[config.mk]
export PLATFORM = sky130hd
export DESIGN_NAME = dsc_ctl_pipe
export DESIGN_NICKNAME = d
export VERILOG_FILES = /design/src/rtl/dsc_pkg.sv /design/src/rtl/dsc_decoder.sv /design/src/rtl/dsc_fetch_hold.sv /design/src/rtl/dsc_stage_reg.sv /design/src/rtl/dsc_ctl_pipe.sv
export SDC_FILE = /design/constraint.sdc
export NUM_CORES = 1
export LEC_CHECK = 0
export ABC_CLOCK_PERIOD_IN_PS = 3200
export BUFFER_PORTS_ARGS = -buffer_cell sky130_fd_sc_hd__buf_2
export CELL_PAD_IN_SITES_DETAIL_PLACEMENT = 1
export CELL_PAD_IN_SITES_GLOBAL_PLACEMENT = 1
export CORE_ASPECT_RATIO = 1.25
export CORE_UTILIZATION = 39
export DETAILED_ROUTE_END_ITERATION = 8
export GPL_ROUTABILITY_DRIVEN = 0
export PLACE_DENSITY = 0.89
export SLEW_MARGIN = 20
export SYNTH_ARGS = -nofsm -noshare
export SYNTH_HDL_FRONTEND = slang
export SYNTH_SLANG_ARGS = --single-unit
[constraint.sdc]
create_clock -name clk -period 3.2 [get_ports clk]
set_clock_uncertainty 0.2 [all_clocks]
set_input_delay 0.48 -clock clk [delete_from_list [all_inputs] [get_ports clk]]
set_output_delay 0.48 -clock clk [all_outputs]
set_load 0.01 [all_outputs]
[src/rtl/dsc_pkg.sv]
package dsc_pkg;

    localparam int XLEN    = 32;
    localparam int OPC_W   = 6;
    localparam int FN_W    = 6;
    localparam int RIDX_W  = 5;
    localparam int IMM_W   = 16;
    localparam int TGT_W   = 26;
    localparam int OPC_LSB = XLEN - OPC_W;
    localparam int RS1_LSB = OPC_LSB - RIDX_W;
    localparam int RS2_LSB = RS1_LSB - RIDX_W;
    localparam int RD_LSB  = RS2_LSB - RIDX_W;
    localparam logic [RIDX_W-1:0] LINK_REG = RIDX_W'(31);

    localparam logic [OPC_W-1:0] OP_REG   = 6'h00;
    localparam logic [OPC_W-1:0] OP_JMP   = 6'h02;
    localparam logic [OPC_W-1:0] OP_JAL   = 6'h03;
    localparam logic [OPC_W-1:0] OP_BEQ   = 6'h04;
    localparam logic [OPC_W-1:0] OP_BNE   = 6'h05;
    localparam logic [OPC_W-1:0] OP_ADDI  = 6'h08;
    localparam logic [OPC_W-1:0] OP_SLTI  = 6'h0A;
    localparam logic [OPC_W-1:0] OP_ANDI  = 6'h0C;
    localparam logic [OPC_W-1:0] OP_ORI   = 6'h0D;
    localparam logic [OPC_W-1:0] OP_LOAD  = 6'h23;
    localparam logic [OPC_W-1:0] OP_STORE = 6'h2B;

    localparam logic [FN_W-1:0] FN_ADD = 6'h20;
    localparam logic [FN_W-1:0] FN_SUB = 6'h22;
    localparam logic [FN_W-1:0] FN_AND = 6'h24;
    localparam logic [FN_W-1:0] FN_OR  = 6'h25;
    localparam logic [FN_W-1:0] FN_XOR = 6'h26;
    localparam logic [FN_W-1:0] FN_SLT = 6'h2A;

    typedef enum logic [2:0] {
        ALU_ADD = 3'd0,
        ALU_SUB = 3'd1,
        ALU_AND = 3'd2,
        ALU_OR  = 3'd3,
        ALU_XOR = 3'd4,
        ALU_SLT = 3'd5
    } alu_op_e;

    typedef enum logic [1:0] {
        EXT_SIGN   = 2'd0,
        EXT_ZERO   = 2'd1,
        EXT_TARGET = 2'd2
    } ext_sel_e;

    typedef enum logic [1:0] {
        DST_RD   = 2'd0,
        DST_RT   = 2'd1,
        DST_LINK = 2'd2
    } dst_sel_e;

    typedef struct packed {
        ext_sel_e ext_sel;
        logic     alu_src;
        alu_op_e  alu_op;
        dst_sel_e dst_sel;
    } ex_ctl_t;

    typedef struct packed {
        logic mem_rd;
        logic mem_wr;
        logic branch;
        logic br_ne;
        logic jump;
    } mem_ctl_t;

    typedef struct packed {
        logic mem_to_reg;
        logic reg_wr;
    } wb_ctl_t;

    typedef struct packed {
        ex_ctl_t  ex;
        mem_ctl_t mem;
        wb_ctl_t  wb;
    } ctl_bundle_t;

    typedef struct packed {
        ctl_bundle_t       ctl;
        logic [RIDX_W-1:0] rs1;
        logic [RIDX_W-1:0] rs2;
        logic [RIDX_W-1:0] dest;
        logic [XLEN-1:0]   imm;
        logic              illegal;
    } idex_t;

    typedef struct packed {
        mem_ctl_t          mem;
        wb_ctl_t           wb;
        logic [RIDX_W-1:0] dest;
    } exmem_t;

    typedef struct packed {
        wb_ctl_t           wb;
        logic [RIDX_W-1:0] dest;
    } memwb_t;

    function automatic logic [OPC_W-1:0] f_opcode(input logic [XLEN-1:0] w);
        return w[OPC_LSB +: OPC_W];
    endfunction

    function automatic logic [FN_W-1:0] f_funct(input logic [XLEN-1:0] w);
        return w[0 +: FN_W];
    endfunction

    function automatic logic [RIDX_W-1:0] f_reg(input logic [XLEN-1:0] w, input int lsb);
        return w[lsb +: RIDX_W];
    endfunction

    function automatic logic [XLEN-1:0] f_extend(input logic [XLEN-1:0] w, input ext_sel_e sel);
        logic [XLEN-1:0] r;
        case (sel)
            EXT_ZERO:   r = {{(XLEN-IMM_W){1'b0}}, w[IMM_W-1:0]};
            EXT_TARGET: r = {{(XLEN-TGT_W){1'b0}}, w[TGT_W-1:0]};
            default:    r = {{(XLEN-IMM_W){w[IMM_W-1]}}, w[IMM_W-1:0]};
        endcase
        return r;
    endfunction

endpackage

[src/rtl/dsc_decoder.sv]
module dsc_decoder
    import dsc_pkg::*;
(
    input  logic [XLEN-1:0] word,
    output idex_t           dec
);

    logic [OPC_W-1:0]  opc;
    logic [FN_W-1:0]   fn;
    logic              known;
    ctl_bundle_t       ctl;
    logic [RIDX_W-1:0] dest_raw;

    assign opc = f_opcode(word);
    assign fn  = f_funct(word);

    always_comb begin
        ctl   = '0;
        known = 1'b1;
        case (opc)
            OP_REG: begin
                ctl.ex.dst_sel = DST_RD;
                ctl.wb.reg_wr  = 1'b1;
                case (fn)
                    FN_ADD:  ctl.ex.alu_op = ALU_ADD;
                    FN_SUB:  ctl.ex.alu_op = ALU_SUB;
                    FN_AND:  ctl.ex.alu_op = ALU_AND;
                    FN_OR:   ctl.ex.alu_op = ALU_OR;
                    FN_XOR:  ctl.ex.alu_op = ALU_XOR;
                    FN_SLT:  ctl.ex.alu_op = ALU_SLT;
                    default: known = 1'b0;
                endcase
            end
            OP_LOAD: begin
                ctl.ex.alu_src    = 1'b1;
                ctl.ex.dst_sel    = DST_RT;
                ctl.mem.mem_rd    = 1'b1;
                ctl.wb.mem_to_reg = 1'b1;
                ctl.wb.reg_wr     = 1'b1;
            end
            OP_STORE: begin
                ctl.ex.alu_src = 1'b1;
                ctl.mem.mem_wr = 1'b1;
            end
            OP_BEQ: begin
                ctl.ex.alu_op  = ALU_SUB;
                ctl.mem.branch = 1'b1;
            end
            OP_BNE: begin
                ctl.ex.alu_op  = ALU_SUB;
                ctl.mem.branch = 1'b1;
                ctl.mem.br_ne  = 1'b1;
            end
            OP_ADDI: begin
                ctl.ex.alu_src = 1'b1;
                ctl.ex.dst_sel = DST_RT;
                ctl.wb.reg_wr  = 1'b1;
            end
            OP_SLTI: begin
                ctl.ex.alu_src = 1'b1;
                ctl.ex.alu_op  = ALU_SLT;
                ctl.ex.dst_sel = DST_RT;
                ctl.wb.reg_wr  = 1'b1;
            end
            OP_ANDI: begin
                ctl.ex.ext_sel = EXT_ZERO;
                ctl.ex.alu_src = 1'b1;
                ctl.ex.alu_op  = ALU_AND;
                ctl.ex.dst_sel = DST_RT;
                ctl.wb.reg_wr  = 1'b1;
            end
            OP_ORI: begin
                ctl.ex.ext_sel = EXT_ZERO;
                ctl.ex.alu_src = 1'b1;
                ctl.ex.alu_op  = ALU_OR;
                ctl.ex.dst_sel = DST_RT;
                ctl.wb.reg_wr  = 1'b1;
            end
            OP_JMP: begin
                ctl.ex.ext_sel = EXT_TARGET;
                ctl.mem.jump   = 1'b1;
            end
            OP_JAL: begin
                ctl.ex.ext_sel = EXT_TARGET;
                ctl.ex.dst_sel = DST_LINK;
                ctl.mem.jump   = 1'b1;
                ctl.wb.reg_wr  = 1'b1;
            end
            default: known = 1'b0;
        endcase
        if (!known) begin
            ctl = '0;
        end
    end

    always_comb begin
        case (ctl.ex.dst_sel)
            DST_RT:   dest_raw = f_reg(word, RS2_LSB);
            DST_LINK: dest_raw = LINK_REG;
            default:  dest_raw = f_reg(word, RD_LSB);
        endcase
    end

    always_comb begin
        dec         = '0;
        dec.ctl     = ctl;
        dec.rs1     = f_reg(word, RS1_LSB);
        dec.rs2     = f_reg(word, RS2_LSB);
        dec.imm     = f_extend(word, ctl.ex.ext_sel);
        dec.illegal = !known;
        if (ctl.wb.reg_wr && (dest_raw != '0)) begin
            dec.dest = dest_raw;
        end else begin
            dec.ctl.wb.reg_wr = 1'b0;
            dec.dest          = '0;
        end
    end

endmodule

[src/rtl/dsc_fetch_hold.sv]
module dsc_fetch_hold #(
    parameter int IW = 32
) (
    input  logic          clk,
    input  logic          rst,
    input  logic          hold,
    input  logic          in_valid,
    input  logic [IW-1:0] in_word,
    output logic          out_valid,
    output logic [IW-1:0] out_word
);

    always_ff @(posedge clk) begin
        if (rst) begin
            out_valid <= 1'b0;
            out_word  <= '0;
        end else if (!hold) begin
            out_valid <= in_valid;
            out_word  <= in_word;
        end
    end

endmodule

[src/rtl/dsc_stage_reg.sv]
module dsc_stage_reg #(
    parameter int W = 8
) (
    input  logic         clk,
    input  logic         rst,
    input  logic [W-1:0] d,
    output logic [W-1:0] q
);

    always_ff @(posedge clk) begin
        if (rst) begin
            q <= '0;
        end else begin
            q <= d;
        end
    end

endmodule

[src/rtl/dsc_ctl_pipe.sv]
module dsc_ctl_pipe
    import dsc_pkg::*;
(
    input  logic              clk,
    input  logic              rst,
    input  logic [XLEN-1:0]   in_instr,
    input  logic              in_valid,
    input  logic              bubble_req,
    input  logic              stall,
    output logic [1:0]        ex_ext_sel,
    output logic              ex_alu_src,
    output logic [2:0]        ex_alu_op,
    output logic [1:0]        ex_dst_sel,
    output logic [RIDX_W-1:0] ex_rs1,
    output logic [RIDX_W-1:0] ex_rs2,
    output logic [RIDX_W-1:0] ex_dest,
    output logic [XLEN-1:0]   ex_imm,
    output logic              ex_illegal,
    output logic              mem_rd,
    output logic              mem_wr,
    output logic              mem_branch,
    output logic              mem_br_ne,
    output logic              mem_jump,
    output logic              wb_mem_to_reg,
    output logic              wb_reg_wr,
    output logic [RIDX_W-1:0] wb_dest
);

    localparam int IDEX_W  = $bits(idex_t);
    localparam int EXMEM_W = $bits(exmem_t);
    localparam int MEMWB_W = $bits(memwb_t);

    logic            fd_valid;
    logic [XLEN-1:0] fd_word;
    idex_t           dec;
    idex_t           idex_d;
    idex_t           idex_q;
    exmem_t          exmem_d;
    exmem_t          exmem_q;
    memwb_t          memwb_d;
    memwb_t          memwb_q;

    dsc_fetch_hold #(.IW(XLEN)) i_fetch_hold (
        .clk       (clk),
        .rst       (rst),
        .hold      (stall),
        .in_valid  (in_valid),
        .in_word   (in_instr),
        .out_valid (fd_valid),
        .out_word  (fd_word)
    );

    dsc_decoder i_decoder (
        .word (fd_word),
        .dec  (dec)
    );

    assign idex_d = (fd_valid && !stall && !bubble_req) ? dec : '0;

    dsc_stage_reg #(.W(IDEX_W)) i_idex (
        .clk (clk),
        .rst (rst),
        .d   (idex_d),
        .q   (idex_q)
    );

    assign exmem_d = '{mem: idex_q.ctl.mem, wb: idex_q.ctl.wb, dest: idex_q.dest};

    dsc_stage_reg #(.W(EXMEM_W)) i_exmem (
        .clk (clk),
        .rst (rst),
        .d   (exmem_d),
        .q   (exmem_q)
    );

    assign memwb_d = '{wb: exmem_q.wb, dest: exmem_q.dest};

    dsc_stage_reg #(.W(MEMWB_W)) i_memwb (
        .clk (clk),
        .rst (rst),
        .d   (memwb_d),
        .q   (memwb_q)
    );

    assign ex_ext_sel    = idex_q.ctl.ex.ext_sel;
    assign ex_alu_src    = idex_q.ctl.ex.alu_src;
    assign ex_alu_op     = idex_q.ctl.ex.alu_op;
    assign ex_dst_sel    = idex_q.ctl.ex.dst_sel;
    assign ex_rs1        = idex_q.rs1;
    assign ex_rs2        = idex_q.rs2;
    assign ex_dest       = idex_q.dest;
    assign ex_imm        = idex_q.imm;
    assign ex_illegal    = idex_q.illegal;
    assign mem_rd        = exmem_q.mem.mem_rd;
    assign mem_wr        = exmem_q.mem.mem_wr;
    assign mem_branch    = exmem_q.mem.branch;
    assign mem_br_ne     = exmem_q.mem.br_ne;
    assign mem_jump      = exmem_q.mem.jump;
    assign wb_mem_to_reg = memwb_q.wb.mem_to_reg;
    assign wb_reg_wr     = memwb_q.wb.reg_wr;
    assign wb_dest       = memwb_q.dest;

endmodule

Word-level counts from Yosys, hierarchy flattened
Cells that the tools add are included.

Register bits: 115. Input bits: 37. Output and inout bits: 68. Logic and storage cells: 65.

Equal/unequal tests: 20. Multiplexer cells: 16. Bitwise operators: 3. Reduce and logical (&&, ||, !) cells: 19.

Operator list (number): case mux 32 bit (2 select lines) (1); equality test 6 bit (second input constant) (8); case mux 3 bit (5 select lines) (2); equality test 6 x 4 -> 1 bit (second input constant) (4); two-way mux 15 bit (1); equality test 6 x 2 -> 1 bit (second input constant) (2); equality test 6 x 3 -> 1 bit (second input constant) (2); OR reduction 6 bit (2); case mux 5 bit (2 select lines) (1); OR reduction 10 bit (1); two-way mux 1 bit (8); case mux 2 bit (2 select lines) (2); OR reduction 2 bit (4); OR reduction 7 bit (1); logical NOT 6 bit (1); OR reduction 3 bit (2); nonzero test 5 bit (1); OR reduction 5 bit (1); equality test 2 x 1 -> 1 bit (second input constant) (2); equality test 2 bit (second input constant) (2); logical AND 1 bit (3); logical NOT 1 bit (3); NOT 1 bit (3); case mux 1 bit (2 select lines) (1).

Longest topological paths before layout
Gate-level depths: netlist of run 1.

Word-level depth: 11. Mapped depth: 12. Gate-level depth less buffers: 11.

Modules after synthesis
Synthesis of run 1 repeated with hierarchy kept, for this count alone.

Cells, all modules: 487. Area, all modules: 5142.4 um^2.

Modules (own cells, without submodules): dsc_stage_reg at i_idex (instances 1, cells an instance 132, area an instance 1685.4 um^2, sequential area each 1261.2 um^2); dsc_fetch_hold (instances 1, cells an instance 107, area an instance 1202.4 um^2, sequential area each 660.6 um^2); dsc_ctl_pipe (instances 1, cells an instance 81, area an instance 855.8 um^2, sequential area each 0.0 um^2); dsc_decoder (instances 1, cells an instance 128, area an instance 848.3 um^2, sequential area each 0.0 um^2); dsc_stage_reg at i_exmem (instances 1, cells an instance 25, area an instance 366.6 um^2, sequential area each 240.2 um^2); dsc_stage_reg at i_memwb (instances 1, cells an instance 14, area an instance 183.9 um^2, sequential area each 140.1 um^2).

Worst setup path before layout of run 1
Ideal clock, no wire load.

Path type: register -> register. Start point: register i_fetch_hold.out_word[27]. End point: register i_idex.q[48]. Data arrival time: 2.071 ns. Data required time: 2.872 ns. Path slack: 0.801 ns. Stages on the path, launching flop included: 10. Path buffers: 1. Period minus slack after synthesis: 2.399 ns. Cells stage by stage: dfxtp_1 -> nor3b_2 -> nor3b_1 -> nand2_1 -> ha_1 -> buf_1 -> nor2_1 -> a21oi_1 -> and3_1 -> a31oi_1.

Longest elaborated chain between the ends: 10.

RTL lines: from (decl) (line dsc_fetch_hold.sv:10) `output logic [IW-1:0] out_word`; from (signal assigned) (line dsc_fetch_hold.sv:19) `out_word <= in_word;`; equality test 6 x 3 -> 1 bit, or another cell as far along (line dsc_decoder.sv:20) `case (opc)`; OR reduction 10 bit (no source line) / OR reduction 5 bit (equally long branches); case mux 1 bit (2 select lines) / case mux 2 bit (2 select lines) (equally long branches) (line dsc_decoder.sv:20); two-way mux 15 bit * (line dsc_decoder.sv:91) `if (!known) begin`; equality test 2 bit / equality test 2 x 1 -> 1 bit (equally long branches) (line dsc_decoder.sv:97) `case (ctl.ex.dst_sel)`; case mux 5 bit (2 select lines) (line dsc_decoder.sv:97); nonzero test 5 bit (line dsc_decoder.sv:111) `if (ctl.wb.reg_wr && (dest_raw != '0)) begin`; logical AND 1 bit (line dsc_decoder.sv:111); NOT 1 bit (no source line); OR reduction 3 bit (no source line); to (signal assigned) (line dsc_stage_reg.sv:12) `q <= '0;`; to (signal assigned) (line dsc_stage_reg.sv:14) `q <= d;`; to (decl) (line dsc_stage_reg.sv:7) `output logic [W-1:0] q`.

Every way passes the cells marked *; elsewhere a longest branch is shown, timed or not. A chain may end at the register's enable or synchronous reset.

Worst setup path in the final report of run 1
Same ends and word-level chain as after synthesis.

==> results of run 1 <==
## state kept, by name, summed over array words and instances (netlist names)
| register | flops |
|---|---|
| i_exmem.q | 11 |
| i_fetch_hold.out_valid | 1 |
| i_fetch_hold.out_word | 32 |
| i_idex.q | 57 |
| i_memwb.q | 7 |
## layout make-up
| type | count | share of cell area, % |
|---|---|---|
| sequential | 108 | 47.7 |
| clock inverter | 5 | 1.35 |
| inverter | 3 | 0.248 |
| timing repair buffer | 108 | 12.1 |
| tap | 123 | 3.40 |
| clock buffer | 11 | 5.14 |
| multi-input combinational | 205 | 30.0 |
## worst max-delay path by stage
| stage | start | endpoint | slack (ns) |
|---|---|---|---|
| after floorplan | i_fetch_hold.out_word[27] | i_idex.q[48] | 0.80 |
| after global placement | i_fetch_hold.out_word[29] | i_idex.q[48] | 0.73 |
| after detailed placement | i_fetch_hold.out_word[27] | i_idex.q[48] | 0.46 |
| after CTS | i_fetch_hold.out_word[27] | i_idex.q[48] | 0.44 |
| after global routing | i_fetch_hold.out_word[27] | i_idex.q[48] | 0.17 |
| final | i_fetch_hold.out_word[27] | i_idex.q[48] | 0.45 |
## logic make-up (layout without fill, tap and decap cells)
group           count (synthesis)  after routing
flops                         108            108
xor+xnor                        1              1
simple gates                  132            132
buf+inv                        34            127
fa+ha+maj                       3              3
compound gates                 36             36
mux                            33             33
## power by group through the flow
stage / registers, uW / clock network, uW / logic [uW]
5_1_grt: 1400 / 1180 / 155
4_1_cts: 1400 / 1110 / 142
3_5_place_dp: 1430 / 0 / 141
2_1_floorplan: 1420 / 0 / 103
6_report: 1400 / 1080 / 139
3_3_place_gp: 1430 / 0 / 134
## critical path, stage by stage (launching register included)
cell and delay [ns]:
dfxtp_1 0.48, nor3b_2 0.33, nor3b_1 0.42, nand2_1 0.18, ha_1 0.48, nor2_1 0.10, a21oi_1 0.19, and3_1 0.18
a31oi_1 0.07
## stage by stage
stage / setup WS (ns) / total power, uW / util [%] / hold slack [ns] / cell area [um2]
floorplan: 0.801 / 1520 / - / 0.214 / 3710
global placement: 0.733 / 1560 / 46.2 / 0.222 / 4240
detailed placement: 0.460 / 1570 / 46.2 / 0.225 / 4240
CTS: 0.438 / 2650 / 49.4 / 0.158 / 4530
global route: 0.169 / 2740 / 49.4 / 0.167 / 4530
finish: 0.448 / 2620 / 49.4 / 0.168 / 4530
## cells in the final DEF (no fill, tap or decap), drive strengths merged, types with 2 or more instances in the layout
master,synthesis,layout
nand2,7,7
nor2b,23,23
nor3,3,3
mux2i,33,33
nor2,52,52
a21oi,13,13
nand4b,2,2
clkinvlp,0,2
dfxtp,108,108
nor4b,2,2
buf,18,108
a21o,11,11
nand2b,3,3
o21ai,5,5
inv,3,4
and3,2,2
ha,3,3
clkbuf,13,11
nor3b,6,6
and2,28,28
## metal layers
| layer | track usage [%] | part of all wire [%] | up-vias |
|---|---|---|---|
| li1 | - | - | 1303 |
| met1 | 20.7 | 43 | 1210 |
| met2 | 30.4 | 49 | 84 |
| met3 | 4.99 | 5.9 | 14 |
| met4 | 8.36 | 2.0 | 0 |
| met5 | 0 | 0 | - |
==> tab_implementation.tex, run 1 <==
\begin{tabular}{lr}
\hline
Metric & Value \\
\hline
\multicolumn{2}{l}{\textbf{Yosys}} \\
Simple-Gate Fraction of Synth Area & 19.8\% \\
Most common flop cell mapped by yosys & dfxtp\_1 \\
Number of storage elements in the synthesis netlist & 108 \\
Ys Warns & 0 \\
Async set or reset register ratio after synthesis & 0\% \\
Area fraction in compound gates after synthesis & 6.68\% \\
Dominant combinational cell family by area after synthesis & simple AND/OR/NAND/NOR gates \\
Cell Area, Synth & 0.00371 mm2 \\
Biggest area contributors in the synthesized netlist & dfxtp\_1, mux2i\_1, nor2\_1, and2\_1, nor2b\_1 \\
Sequential share of the synthesized area & 58.3\% \\
Distinct cell type count of the synthesized netlist & 39 \\
Fraction of synthesized area in multiplexers & 8.91\% \\
Gate count after technology mapping & 347 \\
Commonest cells in the synthesized netlist & dfxtp\_1, nor2\_1, mux2i\_1 \\
Library cell occupying the most area in the post-synthesis netlist & dfxtp\_1 \\
Post-synthesis net count & 387 \\
Most numerous cell in the Yosys netlist & dfxtp\_1 \\
Post-synthesis share of cell area spent on xor and xnor gates & 0.236\% \\
Adder-cell area share of the yosys netlist & 1.01\% \\
Average size of a mapped cell & 10.7 um2 \\
Number of flops mapped to enable cells by yosys & 0 \\
Top-area cell type share of the netlist area & 58.3\% \\
\multicolumn{2}{l}{\textbf{Global route}} \\
Total routing usage reported by global routing & 18.0\% \\
Number of global-route vias before repair & 2657 \\
First-pass GRT wire length & 13200 um \\
Maximum number of pins on one net before global-route repair & 52 \\
Number of antenna violations at the first check in global routing & 0 \\
Grt ovf & 0 \\
\multicolumn{2}{l}{\textbf{Route}} \\
DR vias & 2611 \\
Wirelength, routed & 8140 um \\
Wire length per cell after detailed routing & 14.5 um \\
DRC viols & 0 \\
Iteration-0 DRC Markers & 54 \\
DR pass1 iterations & 4 \\
Number of nets still failing antenna checks after routing & 0 \\
Via-to-Cell Ratio & 4.64 \\
\multicolumn{2}{l}{\textbf{Setup path}} \\
Max FO, Critical Path & 10 \\
Endpoint of the worst register-to-register path & i\_idex.q[48] \\
Critical register-to-register path startpoint & i\_fetch\_hold.out\_word[27] \\
Data required, critical path & 3.22 ns \\
Crit Path Category & reg2reg \\
Worst R2R Setup Slack & 0.45 ns \\
R2r worst-path depth & 8 \\
Data arrival time of the critical path & 2.77 ns \\
CP Launch Type & flop \\
Endpoint class of the critical path & flop \\
\multicolumn{2}{l}{\textbf{Placed design}} \\
Detail Placement HPWL & 5850 um \\
Quantity of I/O buffers inserted on ports & 104 \\
Instance count after placement with tap cells included & 547 \\
\multicolumn{2}{l}{\textbf{Timing}} \\
Worst slew pin tran & 0.719 ns \\
Finish-stage setup viols & 0 \\
Setup repair after global routing missed its margin & no \\
Highest clock rate & 0.363 GHz \\
Final Hold Fails & 0 \\
Time the worst path needs with I/O delays and setup & 2.75 ns \\
Rel. slew slack & 51.9\% \\
Final period utilization & 86.0\% \\
Max Slew Vio Count & 0 \\
Setup TNS Final & 0 ns \\
\multicolumn{2}{l}{\textbf{Clock network}} \\
Number of H-tree branching levels & 3 \\
Clock buffers created by TritonCTS & 9 \\
Root Driver & clkbuf\_16 \\
Num Clock Sinks & 108 \\
Post-cts hold buffer count & 0 \\
Clock latency on the worst-skew pair & 0.34 ns \\
Number of buffers inserted by post-CTS setup repair & 0 \\
Worst-path clk slew & 0.07 ns \\
Post-cts repair resize count & 0 \\
Deepest clock path buffer count & 2 \\
TritonCTS clock tree & done \\
\multicolumn{2}{l}{\textbf{Power}} \\
Combinational power share & 5.3\% \\
Power density relative to cell area & 578 mW/mm2 \\
Net Sw Frac & 21.8\% \\
Reported leakage power & 0.00221 uW \\
Clk network pwr share & 41.2\% \\
Sequential Power Share & 53.5\% \\
Internal cell power & 2050 uW \\
Maximum VDD drop & 0.000247 V \\
P\_sw & 572 uW \\
\multicolumn{2}{l}{\textbf{Floorplan}} \\
DIE WIDTH & 89.2 um \\
Total die area & 0.00990 mm2 \\
Core footprint & 0.00917 mm2 \\
Count of standard-cell rows & 39 \\
Initial core utilization & 40.4\% \\
Height of the chip & 111 um \\
IO Count & 105 \\
\multicolumn{2}{l}{\textbf{Hold path}} \\
Hold crit path type & in2reg \\
Min-delay src & in\_instr[16] \\
Hold Path Stages & 3 \\
Worst Hold Path EP & i\_fetch\_hold.out\_word[16] \\
\multicolumn{2}{l}{\textbf{Layout}} \\
Ratio of cells with drive above 1 in the final layout & 30.2\% \\
Number of inserted filler cells in the final layout & 1079 \\
Post-layout nets & 475 \\
Count of non-filler cells in the finished layout & 563 \\
Multi-input logic area & 0.00136 mm2 \\
Register area & 0.00216 mm2 \\
Syn-to-layout area delta & 22.2\% \\
Antenna diodes & 0 \\
\multicolumn{2}{l}{\textbf{Run status}} \\
Status & complete, no violations \\
\multicolumn{2}{l}{\textbf{Run}} \\
Max-cap violations & 0 \\
\hline
\end{tabular}
(Power assumes the default switching activity.)
==> run 2: changes to the inputs <==
- BUFFER_PORTS_ARGS: -buffer_cell sky130_fd_sc_hd__buf_2 -> not set
- CORE_UTILIZATION: 39 -> 47
- DONT_BUFFER_PORTS: not set -> 1
- PLACE_DENSITY: 0.89 -> 0.88
- REMOVE_ABC_BUFFERS: not set -> 1
==> run 2 against run 1 <==
Effect of this change: first-iteration DRC count increased by 9.3%; clock power decreased by 24%; cell area decreased by 14%; combinational power decreased by 28%; setup slack improved by 0.072 ns; sequential cell count unchanged; die area decreased by 17%; wire length decreased by 11%; via count decreased by 15%; critical path depth unchanged; critical path type unchanged; largest cell class unchanged; highest routed layer unchanged.
==> tab_implementation.tex, run 2 (synthesized netlist as in run 1, its figures left out) <==
\begin{tabular}{lr}
\hline
Metric & Value \\
\hline
\multicolumn{2}{l}{\textbf{Layout}} \\
Commonest non-fill, non-tap cell in the layout & dfxtp\_1 \\
Register ranked first by flip-flop count & i\_idex.q \\
Register area & 0.00216 mm2 \\
Antenna diodes & 0 \\
Count of non-filler cells in the finished layout & 427 \\
Commonest cells after routing, fill and taps aside & dfxtp\_1, nor2\_1, mux2i\_1 \\
Final core area utilization & 51.9\% \\
Post-layout nets & 370 \\
Number of inserted filler cells in the final layout & 809 \\
Largest registers ranked by flip-flop count & i\_idex.q x57, i\_fetch\_hold.out\_word x32, i\_exmem.q x11 \\
Flip-flop count of the largest register, all copies and words added & 57 \\
Multi-input logic area & 0.00136 mm2 \\
Ratio of cells with drive above 1 in the final layout & 8.66\% \\
Syn-to-layout area delta & 4.76\% \\
\multicolumn{2}{l}{\textbf{Timing}} \\
Final setup slack of the worst path & 0.520 ns \\
Final Hold Fails & 0 \\
Max Slew Vio Count & 0 \\
Time the worst path needs with I/O delays and setup & 2.68 ns \\
Rel. slew slack & 60.3\% \\
Setup TNS Final & 0 ns \\
Highest clock rate & 0.373 GHz \\
Setup repair after global routing missed its margin & no \\
Finish-stage setup viols & 0 \\
Final period utilization & 83.7\% \\
Worst slew pin tran & 0.595 ns \\
\multicolumn{2}{l}{\textbf{Run status}} \\
Status & complete, no violations \\
\multicolumn{2}{l}{\textbf{Hold path}} \\
Min-delay src & in\_instr[14] \\
Hold crit path type & in2reg \\
\multicolumn{2}{l}{\textbf{Global route}} \\
Total routing usage reported by global routing & 18.5\% \\
Number of antenna violations at the first check in global routing & 0 \\
Maximum number of pins on one net before global-route repair & 52 \\
Grt ovf & 0 \\
Number of global-route vias before repair & 2268 \\
First-pass GRT wire length & 11300 um \\
\multicolumn{2}{l}{\textbf{Clock network}} \\
Worst-path clk slew & 0.10 ns \\
Deepest clock path buffer count & 2 \\
Clock buffers created by TritonCTS & 9 \\
Clock latency on the worst-skew pair & 0.36 ns \\
Number of H-tree branching levels & 3 \\
Num Clock Sinks & 108 \\
Root Driver & clkbuf\_8 \\
Post-cts repair resize count & 0 \\
Number of buffers inserted by post-CTS setup repair & 0 \\
TritonCTS clock tree & done \\
Post-cts hold buffer count & 1 \\
\multicolumn{2}{l}{\textbf{Floorplan}} \\
Count of standard-cell rows & 35 \\
Total die area & 0.00825 mm2 \\
IO Count & 105 \\
DIE WIDTH & 81.4 um \\
Initial core utilization & 49.5\% \\
Core footprint & 0.00749 mm2 \\
Height of the chip & 101 um \\
\multicolumn{2}{l}{\textbf{Route}} \\
Iteration-0 DRC Markers & 59 \\
Via-to-Cell Ratio & 5.21 \\
DR vias & 2224 \\
Number of nets still failing antenna checks after routing & 0 \\
Wire length per cell after detailed routing & 16.9 um \\
Wirelength, routed & 7240 um \\
DRC viols & 0 \\
DR pass1 iterations & 4 \\
\multicolumn{2}{l}{\textbf{Setup path}} \\
CP Launch Type & flop \\
Critical register-to-register path startpoint & i\_fetch\_hold.out\_word[27] \\
Crit Path Category & reg2reg \\
Endpoint class of the critical path & flop \\
Max FO, Critical Path & 10 \\
Data required, critical path & 3.24 ns \\
Data arrival time of the critical path & 2.72 ns \\
Start point of the critical path & i\_fetch\_hold.out\_word[27] \\
\multicolumn{2}{l}{\textbf{Placed design}} \\
Setup slack at placement & 0.525 ns \\
Detail Placement HPWL & 4940 um \\
Instance count after placement with tap cells included & 410 \\
Quantity of I/O buffers inserted on ports & 0 \\
\multicolumn{2}{l}{\textbf{Power}} \\
Maximum VDD drop & 0.000340 V \\
Total power consumption of the routed design & 2320 uW \\
Power density relative to cell area & 597 mW/mm2 \\
Reported leakage power & 0.00166 uW \\
\multicolumn{2}{l}{\textbf{Run}} \\
Max-cap violations & 0 \\
\hline
\end{tabular}
## run 2: critical path, stage by stage (launching register included)
cell     delay [ns]
dfxtp_1        0.47
nor3b_2        0.32
nor3b_1        0.42
nand2_1        0.17
ha_1           0.49
nor2_1         0.09
a21oi_1        0.17
and3_1         0.17
a31oi_1        0.07
## run 2: layout make-up
type / instances / area share, %
inverters: 3 / 0.290
multi-input cells: 205 / 35.0
clock buffers: 10 / 3.29
repair buffers: 3 / 0.902
well taps: 92 / 2.96
flip-flops and latches: 108 / 55.7
clock inverters: 6 / 1.87
## run 2: worst paths after layout
check	end	slack (ns)	depth (start not counted)
hold / removal	i_fetch_hold.out_word[14]	0.06	2
hold reg to reg	i_exmem.q[8]	0.25	1
setup reg to reg	i_idex.q[48]	0.52	8
setup / recovery	i_idex.q[48]	0.52	8
## run 2: through the flow
| step | cell area (um2) | hold slack (ns) |
|---|---|---|
| 2_1_floorplan | 3530 | 0.214 |
| 5_1_grt | 3880 | 0.0591 |
| 3_5_place_dp | 3660 | 0.227 |
| 4_1_cts | 3880 | 0.0463 |
| 3_3_place_gp | 3660 | 0.222 |
| 6_report | 3880 | 0.0551 |
## run 2: report_power, final
group	internal (uW)	switching, uW
Clock	372	446
Sequential	1370	30.7
Combinational	49.4	50.7
Total	1790	528
## run 2: metal layers
metal,up-vias,wire length (um),track usage (%)
met3,14,470,5.23
met5,-,0,0
met4,0,178,10.4
met2,66,3580,31.0
li1,1093,-,-
met1,1051,3010,20.9
==> run 3: changes to the inputs <==
- ABC_CLOCK_PERIOD_IN_PS: 3200 -> 2800
- clock period: 3.2 -> 2.8 ns (I/O delays scaled with it)
==> run 3 against run 2 <==
Effect of this change: first-iteration DRC count unchanged; wire length up 5.4%; count of clock-buffer cells in the layout increased by 1; register-to-register slack worse by 0.33 ns; via count grew 4.2%; clock power is 37% higher; die area did not move; worst hold slack lost 0.042 ns; critical path depth stayed put; non-clock buffer count increased by 20; largest power group unchanged.
==> tab_implementation.tex, run 3 (synthesized netlist as in run 1, its figures left out) <==
\begin{tabular}{lr}
\hline
Metric & Value \\
\hline
\multicolumn{2}{l}{\textbf{Layout}} \\
Commonest cells after routing, fill and taps aside & dfxtp\_1, nor2\_1, mux2i\_1 \\
Register ranked first by flip-flop count & i\_idex.q \\
Largest registers ranked by flip-flop count & i\_idex.q x57, i\_fetch\_hold.out\_word x32, i\_exmem.q x11 \\
Multi-input logic area & 0.00136 mm2 \\
Register area & 0.00216 mm2 \\
Post-layout nets & 390 \\
Syn-to-layout area delta & 11.3\% \\
Count of non-filler cells in the finished layout & 447 \\
Antenna diodes & 0 \\
Number of inserted filler cells in the final layout & 818 \\
Ratio of cells with drive above 1 in the final layout & 9.01\% \\
Flip-flop count of the largest register, all copies and words added & 57 \\
Commonest non-fill, non-tap cell in the layout & dfxtp\_1 \\
\multicolumn{2}{l}{\textbf{Setup path}} \\
Data required, critical path & 2.85 ns \\
Endpoint class of the critical path & flop \\
Start point of the critical path & i\_fetch\_hold.out\_word[27] \\
Max FO, Critical Path & 10 \\
CP Launch Type & flop \\
Critical register-to-register path startpoint & i\_fetch\_hold.out\_word[27] \\
Crit Path Category & reg2reg \\
Data arrival time of the critical path & 2.66 ns \\
\multicolumn{2}{l}{\textbf{Run}} \\
Max-cap violations & 0 \\
\multicolumn{2}{l}{\textbf{Clock network}} \\
Clock latency on the worst-skew pair & 0.37 ns \\
Worst-path clk slew & 0.09 ns \\
Num Clock Sinks & 108 \\
Number of H-tree branching levels & 3 \\
Number of buffers inserted by post-CTS setup repair & 0 \\
TritonCTS clock tree & done \\
Root Driver & clkbuf\_8 \\
Deepest clock path buffer count & 2 \\
Clock buffers created by TritonCTS & 9 \\
Post-cts repair resize count & 0 \\
Post-cts hold buffer count & 16 \\
\multicolumn{2}{l}{\textbf{Route}} \\
DRC viols & 0 \\
DR pass1 iterations & 4 \\
Number of nets still failing antenna checks after routing & 0 \\
Wirelength, routed & 7630 um \\
Wire length per cell after detailed routing & 17.1 um \\
Iteration-0 DRC Markers & 59 \\
Via-to-Cell Ratio & 5.19 \\
DR vias & 2318 \\
\multicolumn{2}{l}{\textbf{Timing}} \\
Final Hold Fails & 0 \\
Rel. slew slack & 61.3\% \\
Worst slew pin tran & 0.580 ns \\
Final period utilization & 93.2\% \\
Max Slew Vio Count & 0 \\
Highest clock rate & 0.383 GHz \\
Final setup slack of the worst path & 0.190 ns \\
Setup repair after global routing missed its margin & no \\
Time the worst path needs with I/O delays and setup & 2.61 ns \\
Setup TNS Final & 0 ns \\
Finish-stage setup viols & 0 \\
\multicolumn{2}{l}{\textbf{Floorplan}} \\
Height of the chip & 101 um \\
IO Count & 105 \\
Count of standard-cell rows & 35 \\
Core footprint & 0.00749 mm2 \\
DIE WIDTH & 81.4 um \\
Total die area & 0.00825 mm2 \\
Initial core utilization & 49.5\% \\
\multicolumn{2}{l}{\textbf{Placed design}} \\
Setup slack at placement & 0.251 ns \\
Detail Placement HPWL & 5110 um \\
Instance count after placement with tap cells included & 413 \\
Quantity of I/O buffers inserted on ports & 0 \\
\multicolumn{2}{l}{\textbf{Global route}} \\
Grt ovf & 0 \\
First-pass GRT wire length & 12000 um \\
Maximum number of pins on one net before global-route repair & 52 \\
Number of antenna violations at the first check in global routing & 0 \\
Number of global-route vias before repair & 2374 \\
Total routing usage reported by global routing & 20.1\% \\
\multicolumn{2}{l}{\textbf{Hold path}} \\
Min-delay src & in\_valid \\
Hold crit path type & in2reg \\
\multicolumn{2}{l}{\textbf{Run status}} \\
Status & complete, no violations \\
\multicolumn{2}{l}{\textbf{Power}} \\
Maximum VDD drop & 0.000389 V \\
Reported leakage power & 0.00177 uW \\
Power density relative to cell area & 694 mW/mm2 \\
\hline
\end{tabular}
==> run 3: final timing paths <==
kind / to / slack (ns) / cells after the start
setup reg to reg: i_idex.q[48] / 0.19 / 8
hold / removal: i_fetch_hold.out_valid / 0.01 / 2
setup / recovery: i_idex.q[48] / 0.19 / 8
hold reg to reg: i_memwb.q[1] / 0.25 / 1
==> run 3: power by group <==
| group | internal, uW | switching, uW |
|---|---|---|
| combinational | 75.7 | 69.5 |
| clock | 624 | 498 |
| sequential | 1570 | 31.0 |
| total | 2260 | 598 |
==> run 3: critical path, cell delays in order (launching register included) <==
cell,delay [ns]
dfxtp_1,0.48
nor3b_2,0.33
nor3b_1,0.31
nand2_1,0.14
ha_1,0.47
nor2_1,0.10
a21oi_1,0.20
and3_1,0.19
a31oi_1,0.08
==> run 3: final cells by class <==
class,count,share of cell area [%]
Clock inverter,5,2.61
Inverter,3,0.273
Tap cell,92,2.79
Timing Repair Buffer,23,5.52
Clock buffer,11,3.43
Multi-Input combinational cell,205,33.0
Sequential cell,108,52.4
==> run 3: routing by layer <==
layer	up-vias	wire, um	GRT usage, %
li1	1128	-	-
met1	1096	3060	21.3
met2	75	3810	34.2
met3	19	491	6.13
met4	0	256	12.8
met5	-	0	0
==> run 3: per-stage QoR <==
step	util [%]	area [um2]	power, uW	hold slack (ns)
after detailed placement	49.2	3690	1740	0.225
after global routing	55.1	4130	2980	0.00125
final	55.1	4130	2860	0.0128
after floorplan	-	3530	1710	0.214
after CTS	54.8	4110	2890	0.000951
after global placement	49.2	3690	1730	0.220
